<file path="src/rtl/rwc_pkg.sv">
// Package rwc_pkg
// Shared helpers for the windowed request-acknowledge checker.
// Assumes 1 <= min_lag <= max_lag.
package rwc_pkg;

    // Default counter and stamp widths used by the top module.
    localparam int DEF_CNT_W   = 32;
    localparam int DEF_STAMP_W = 32;

    // Width needed to hold the number of attempts that can pass at one edge.
    function automatic int hit_width(input int min_lag, input int max_lag);
        int span;
        span = max_lag - min_lag + 1;
        return (span < 2) ? 1 : $clog2(span + 1);
    endfunction

endpackage

</file>
<file path="src/rtl/rwc_window.sv">
// Module rwc_window
// Keeps the in-flight attempts as a shift register, one bit per age.
// Bit k set: an attempt that started k edges ago is still waiting.
// At each edge it reports how many waiting attempts are answered by ack
// and whether the oldest one expires unanswered.
// Assumes 1 <= MIN_LAG <= MAX_LAG; the outputs hit_cnt and expire are
// combinational from the state and ack.
module rwc_window
    import rwc_pkg::*;
#(
    parameter int MIN_LAG = 1,
    parameter int MAX_LAG = 3,
    parameter int HIT_W   = hit_width(MIN_LAG, MAX_LAG)
) (
    input  logic               clk,
    input  logic               rst_n,
    input  logic               req,
    input  logic               ack,
    output logic [MAX_LAG:1]   pend_o,
    output logic [HIT_W-1:0]   hit_cnt,
    output logic               expire
);

    logic [MAX_LAG:1] pend_q;
    logic [MAX_LAG:1] hit;

    // Per-age answer detection: only ages inside the window accept ack.
    for (genvar k = 1; k <= MAX_LAG; k++) begin : g_age
        if (k >= MIN_LAG) begin : g_open
            assign hit[k] = pend_q[k] & ack;
        end else begin : g_early
            assign hit[k] = 1'b0;
        end
    end

    // Age the waiting attempts; answered ones drop out, a new one enters on req.
    always_ff @(posedge clk) begin
        if (!rst_n) begin
            pend_q <= '0;
        end else begin
            pend_q[1] <= req;
            for (int k = 2; k <= MAX_LAG; k++) begin
                pend_q[k] <= pend_q[k-1] & ~hit[k-1];
            end
        end
    end

    // Count answered attempts and detect the oldest one running out.
    always_comb begin
        hit_cnt = HIT_W'($countones(hit));
        expire  = pend_q[MAX_LAG] & ~hit[MAX_LAG];
        pend_o  = pend_q;
    end

endmodule

</file>
<file path="src/rtl/rwc_sat_cnt.sv">
// Module rwc_sat_cnt
// Counter that adds a small increment each cycle and stops at all ones.
// Assumes INC_W <= W.
module rwc_sat_cnt #(
    parameter int W     = 32,
    parameter int INC_W = 1
) (
    input  logic             clk,
    input  logic             rst_n,
    input  logic [INC_W-1:0] inc,
    output logic [W-1:0]     cnt
);

    localparam logic [W:0] TOP = {1'b0, {W{1'b1}}};

    logic [W:0] sum;

    // Widened sum so that an overflow can be seen before it wraps.
    always_comb begin
        sum = {1'b0, cnt} + {{(W + 1 - INC_W){1'b0}}, inc};
    end

    // Register the sum, clamped to the largest value.
    always_ff @(posedge clk) begin
        if (!rst_n) begin
            cnt <= '0;
        end else if (sum > TOP) begin
            cnt <= TOP[W-1:0];
        end else begin
            cnt <= sum[W-1:0];
        end
    end

endmodule

</file>
<file path="src/rtl/rwc_stamp.sv">
// Module rwc_stamp
// Free-running edge index and capture of the failing attempt's start.
// The attempt that expires at the current edge started exactly MAX_LAG
// edges earlier, so its start index is the current index minus MAX_LAG
// (modulo the stamp width).
module rwc_stamp #(
    parameter int MAX_LAG = 3,
    parameter int STAMP_W = 32
) (
    input  logic               clk,
    input  logic               rst_n,
    input  logic               expire,
    output logic [STAMP_W-1:0] start_o
);

    localparam logic [STAMP_W-1:0] LAG = STAMP_W'(MAX_LAG);

    logic [STAMP_W-1:0] cyc_q;

    // Edge index since reset release; the first active edge is index 0.
    always_ff @(posedge clk) begin
        if (!rst_n) begin
            cyc_q <= '0;
        end else begin
            cyc_q <= cyc_q + 1'b1;
        end
    end

    // Hold the start index of the most recent failing attempt.
    always_ff @(posedge clk) begin
        if (!rst_n) begin
            start_o <= '0;
        end else if (expire) begin
            start_o <= cyc_q - LAG;
        end
    end

endmodule

</file>
<file path="src/rtl/rwc_monitor.sv">
// Module rwc_monitor (top)
// Checks that every request is acknowledged MIN_LAG..MAX_LAG cycles
// later. One attempt opens per edge; each ends as a vacuous pass
// (req low), a real pass (ack inside the window) or a failure (window
// over). It reports a one-cycle failure pulse at the end of the window,
// the start index of the failed attempt, and saturating outcome counters.
// Assumes 1 <= MIN_LAG <= MAX_LAG and synchronous active-low reset.
module rwc_monitor
    import rwc_pkg::*;
#(
    parameter int MIN_LAG = 1,
    parameter int MAX_LAG = 3,
    parameter int CNT_W   = DEF_CNT_W,
    parameter int STAMP_W = DEF_STAMP_W
) (
    input  logic               clk,
    input  logic               rst_n,
    input  logic               req,
    input  logic               ack,
    output logic               fail_o,
    output logic [STAMP_W-1:0] fail_start_o,
    output logic [CNT_W-1:0]   attempts_o,
    output logic [CNT_W-1:0]   real_pass_o,
    output logic [CNT_W-1:0]   vac_pass_o,
    output logic [CNT_W-1:0]   fail_cnt_o,
    output logic               engaged_o
);

    localparam int HIT_W = hit_width(MIN_LAG, MAX_LAG);

    logic [MAX_LAG:1] pend_w;
    logic [HIT_W-1:0] hit_cnt;
    logic             expire;
    logic             idle_edge;

    rwc_window #(
        .MIN_LAG (MIN_LAG),
        .MAX_LAG (MAX_LAG),
        .HIT_W   (HIT_W)
    ) u_win (
        .clk     (clk),
        .rst_n   (rst_n),
        .req     (req),
        .ack     (ack),
        .pend_o  (pend_w),
        .hit_cnt (hit_cnt),
        .expire  (expire)
    );

    // A low request closes its attempt at once as a vacuous pass.
    always_comb begin
        idle_edge = ~req;
    end

    rwc_sat_cnt #(.W(CNT_W), .INC_W(1)) u_att (
        .clk (clk), .rst_n (rst_n), .inc (1'b1), .cnt (attempts_o)
    );

    rwc_sat_cnt #(.W(CNT_W), .INC_W(1)) u_vac (
        .clk (clk), .rst_n (rst_n), .inc (idle_edge), .cnt (vac_pass_o)
    );

    rwc_sat_cnt #(.W(CNT_W), .INC_W(HIT_W)) u_pass (
        .clk (clk), .rst_n (rst_n), .inc (hit_cnt), .cnt (real_pass_o)
    );

    rwc_sat_cnt #(.W(CNT_W), .INC_W(1)) u_fail (
        .clk (clk), .rst_n (rst_n), .inc (expire), .cnt (fail_cnt_o)
    );

    rwc_stamp #(.MAX_LAG(MAX_LAG), .STAMP_W(STAMP_W)) u_stamp (
        .clk     (clk),
        .rst_n   (rst_n),
        .expire  (expire),
        .start_o (fail_start_o)
    );

    // Register the failure pulse so that it lines up with the counters.
    always_ff @(posedge clk) begin
        if (!rst_n) begin
            fail_o <= 1'b0;
        end else begin
            fail_o <= expire;
        end
    end

    // Engaged once any real pass has been recorded.
    always_comb begin
        engaged_o = |real_pass_o;
    end

endmodule

</file>
<file path="config.mk">
export PLATFORM = sky130hd
export DESIGN_NAME = rwc_monitor
export DESIGN_NICKNAME = d
export VERILOG_FILES = /design/src/rtl/rwc_pkg.sv /design/src/rtl/rwc_window.sv /design/src/rtl/rwc_sat_cnt.sv /design/src/rtl/rwc_stamp.sv /design/src/rtl/rwc_monitor.sv
export SDC_FILE = /design/constraint.sdc
export NUM_CORES = 1
export LEC_CHECK = 0
export BUFFER_PORTS_ARGS = -buffer_cell sky130_fd_sc_hd__buf_4
export CORE_UTILIZATION = 45
export DETAILED_ROUTE_END_ITERATION = 6
export PLACE_DENSITY = 0.76
export SLEW_MARGIN = 10
export SYNTH_ARGS = -nofsm -noshare
export SYNTH_HDL_FRONTEND = slang
export SYNTH_SLANG_ARGS = --single-unit
</file>
<file path="constraint.sdc">
create_clock -name clk -period 3.39 [get_ports clk]
set_input_delay 0.1695 -clock clk [delete_from_list [all_inputs] [get_ports clk]]
set_output_delay 0.1695 -clock clk [all_outputs]
set_load 0.01 [all_outputs]
</file>
==> flow_summary.yaml <==
synthesis:
  synth_top_area_cell: "dfxtp_1"
  synthTopCellsByArea: "dfxtp_1 (42%), a21oi_1 (6.6%), xor2_1 (6.5%)"
  synth_cell_type_count: 59
  yosys_warnings: 0
  ys_ff_latch: 196
  syn_area_per_cell_um2: 8.778
  netlist_instances: 1059
  synth_nets: 1074
  netlist_area_mm2: 0.009296
  yosysMostFrequentCell: "dfxtp_1"
  synthArstFlopShare_pct: 0
  synthFlopType: "dfxtp_1"
  seq_area_frac_synth_pct: 42.21
  synth_edf_count: 0
  synth_top_cell_area_share_pct: 42.21
  synth_commonest_cells: "dfxtp_1 (196), a21oi_1 (123), nor2_1 (72)"
finish:
  synthToLayoutAreaGrowth_pct: 20.09
  diodes: 0
  design_area_mm2: 0.01116
  nFillCells: 1875
  multi_input_area_mm2: 0.004918
  drive_above_1_share_pct: 18.78
  seqCellArea_mm2: 0.003924
  final_net_count: 1197
worst_hold_path:
  min_from: "req"
  hold_depth: 3
  hold_path_class: "in2reg"
  hold_path_end: "u_win.pend_o[1]"
timing:
  fin_skew_ps: 10.95
  worst_pin_slew_ps: 658.9
  max_freq_mhz: 319.4
  fin_tns_setup_ps: 0
  rsz0062_at_grt: "no"
  finalMaxSlewViolations: 0
  fin_crit_sh_pct: 92.34
  fin_crit_ps: 3130
  hold_viol_final: 0
  setup_viol: 0
  slew_headroom_pct: 55.95
placement:
  dpl_cell_area_mm2: 0.01060
  port_buffers: 165
  detailed_place_hpwl_mm: 15.24
  globalplace.congestion: 0.8211
global_routing:
  overflow: 0
  grt_pass1_wl_mm: 37.54
  grt_pass1_vias: 7460
  grt.busiest_layer: "met2"
  grt.total_usage_pct: 21.20
  use_met3_pct: 3.135
  use_met1_pct: 28.15
  grt_antenna_before_repair: 0
  met2_usage_pct: 35.31
  grt_max_degree: 64
clock_tree:
  hold_buffers: 1
  path_clk_slew_ps: 70
  cts_setup_buffers: 0
  cts_tree: "done"
  cts.sinks: 196
  clk_latency_ps: 430
  numCtsBuffers: 17
  root_buffer: "clkbuf_16"
  htree_levels: 4
  cts_resized: 0
  max-clock-path-buffers: 2
run_status:
  status: "finished clean"
worst_setup_path:
  crit_arrival_ps: 3480
  crit_type: "in2reg"
  setup.worst_path.start_class: "input pin"
  crit_path_max_fanout: 19
  reg2reg_from: "u_pass.cnt[0]"
  cp_data_required_time_ps: 3740
  crit_path_end_kind: "flip-flop"
  ff2ff_path_depth: 12
  r2r-end: "u_pass.cnt[18]"
  r2r_slack_ps: 290
floorplanning:
  die_w_um: 145.7
  die_height_um: 145.7
  initial_core_util_pct: 45.94
  num_io_pins: 166
  coreArea_mm2: 0.02023
  die-area_mm2: 0.02124
  num_rows: 52
drt:
  vias_per_cell: 5.582
  drt-pass1-iter-count: 5
  drtAntennaViolNets: 0
  routed_wl_mm: 22.38
  drc: 0
  drt-initial-drc-count: 480
  vias: 8166
  wl_per_cell_um: 15.30
pwr:
  p_leak_nw: 4.386
  ir_drop_v: 0.0003045
  powerDensity_mw_per_mm2: 399.3
flow_run:
  maxCapViolCount: 0
## how the worst max path moves through the flow
stage	startpoint	end	cells after the start
finish	ack	u_pass.cnt[18]	14
global route	ack	u_pass.cnt[19]	14
CTS	ack	u_pass.cnt[18]	14
detailed placement	u_pass.cnt[0]	u_pass.cnt[17]	12
global placement	u_pass.cnt[0]	u_pass.cnt[27]	12
floorplan	u_pass.cnt[0]	u_pass.cnt[30]	12
## metrics by stage
| step | utilization, % | setup WS (ps) | std cells | total power, mW | hold WS (ps) |
|---|---|---|---|---|---|
| floorplan | - | 301.2 | 1059 | 2.502 | 245.3 |
| global placement | 52.36 | 424.6 | 1432 | 2.558 | 394.0 |
| detailed placement | 52.36 | 295.3 | 1432 | 2.559 | 398.8 |
| CTS | 55.18 | 272.3 | 1463 | 4.499 | 61.99 |
| global route | 55.18 | 52.71 | 1463 | 4.626 | 73.23 |
| finish | 55.18 | 259.5 | 1463 | 4.457 | 81.03 |
## report_power, final
group          leakage, nW  switching, mW  internal (mW)
Clock                0.273          0.868           1.08
Sequential            1.58         0.0169           2.32
Combinational         2.53          0.109         0.0662
## sequential cells by signal (all words and copies together), names as in the netlist
signal           cells
fail_o               1
u_att.cnt           32
u_fail.cnt          32
u_pass.cnt          32
u_stamp.cyc_q       32
u_stamp.start_o     32
u_vac.cnt           32
u_win.pend_o         3
## kinds of logic after synthesis
kind of cell    synth area share, %
simple gates                  24.68
fa+ha+maj                     1.642
xor+xnor                      12.81
buf+inv                       4.966
flops                         42.21
compound gates                13.36
mux                          0.3230
## routing by layer
metal	vias up	part of all wire [%]	routed length, um
met5	-	0	0
met4	0	1.6	361
met3	29	3.5	780
met2	170	49	10880
met1	3895	46	10370
li1	4072	-	-
## cell usage in the layout (no fill, tap or decap), types with 9 or more instances in the layout
master,n
dfxtp_1,196
buf_4,174
a21oi_1,123
nor2_1,72
xor2_1,69
xnor2_1,67
nand3_1,57
nand2_1,55
nand4_1,40
and4_1,34
and3_1,31
o21ai_0,31
nor3_1,28
nor4_1,26
inv_1,22
clkbuf_16,17
a31oi_1,14
or3_1,12
a211oi_1,12
and2_1,11
a311oi_1,10
ha_1,9
## critical path, cell delays in order
cell	delay (ps)
dlygate4sd3_1	530
buf_4	160
nand2_1	80
fa_1	410
inv_1	70
ha_1	160
inv_1	50
fa_1	410
and4b_1	350
and3_1	220
and2_1	240
nand2_1	220
buf_4	270
a21oi_1	150
## layout make-up
type	instances	share of cell area, %
Tap cell	270	3.026
Clock inverter	12	1.166
Sequential cell	196	35.14
Inverter	23	0.7957
Timing Repair Buffer	176	11.97
Multi-Input combinational cell	768	44.05
Clock buffer	18	3.844
Power figures use the tool's default switching activity.
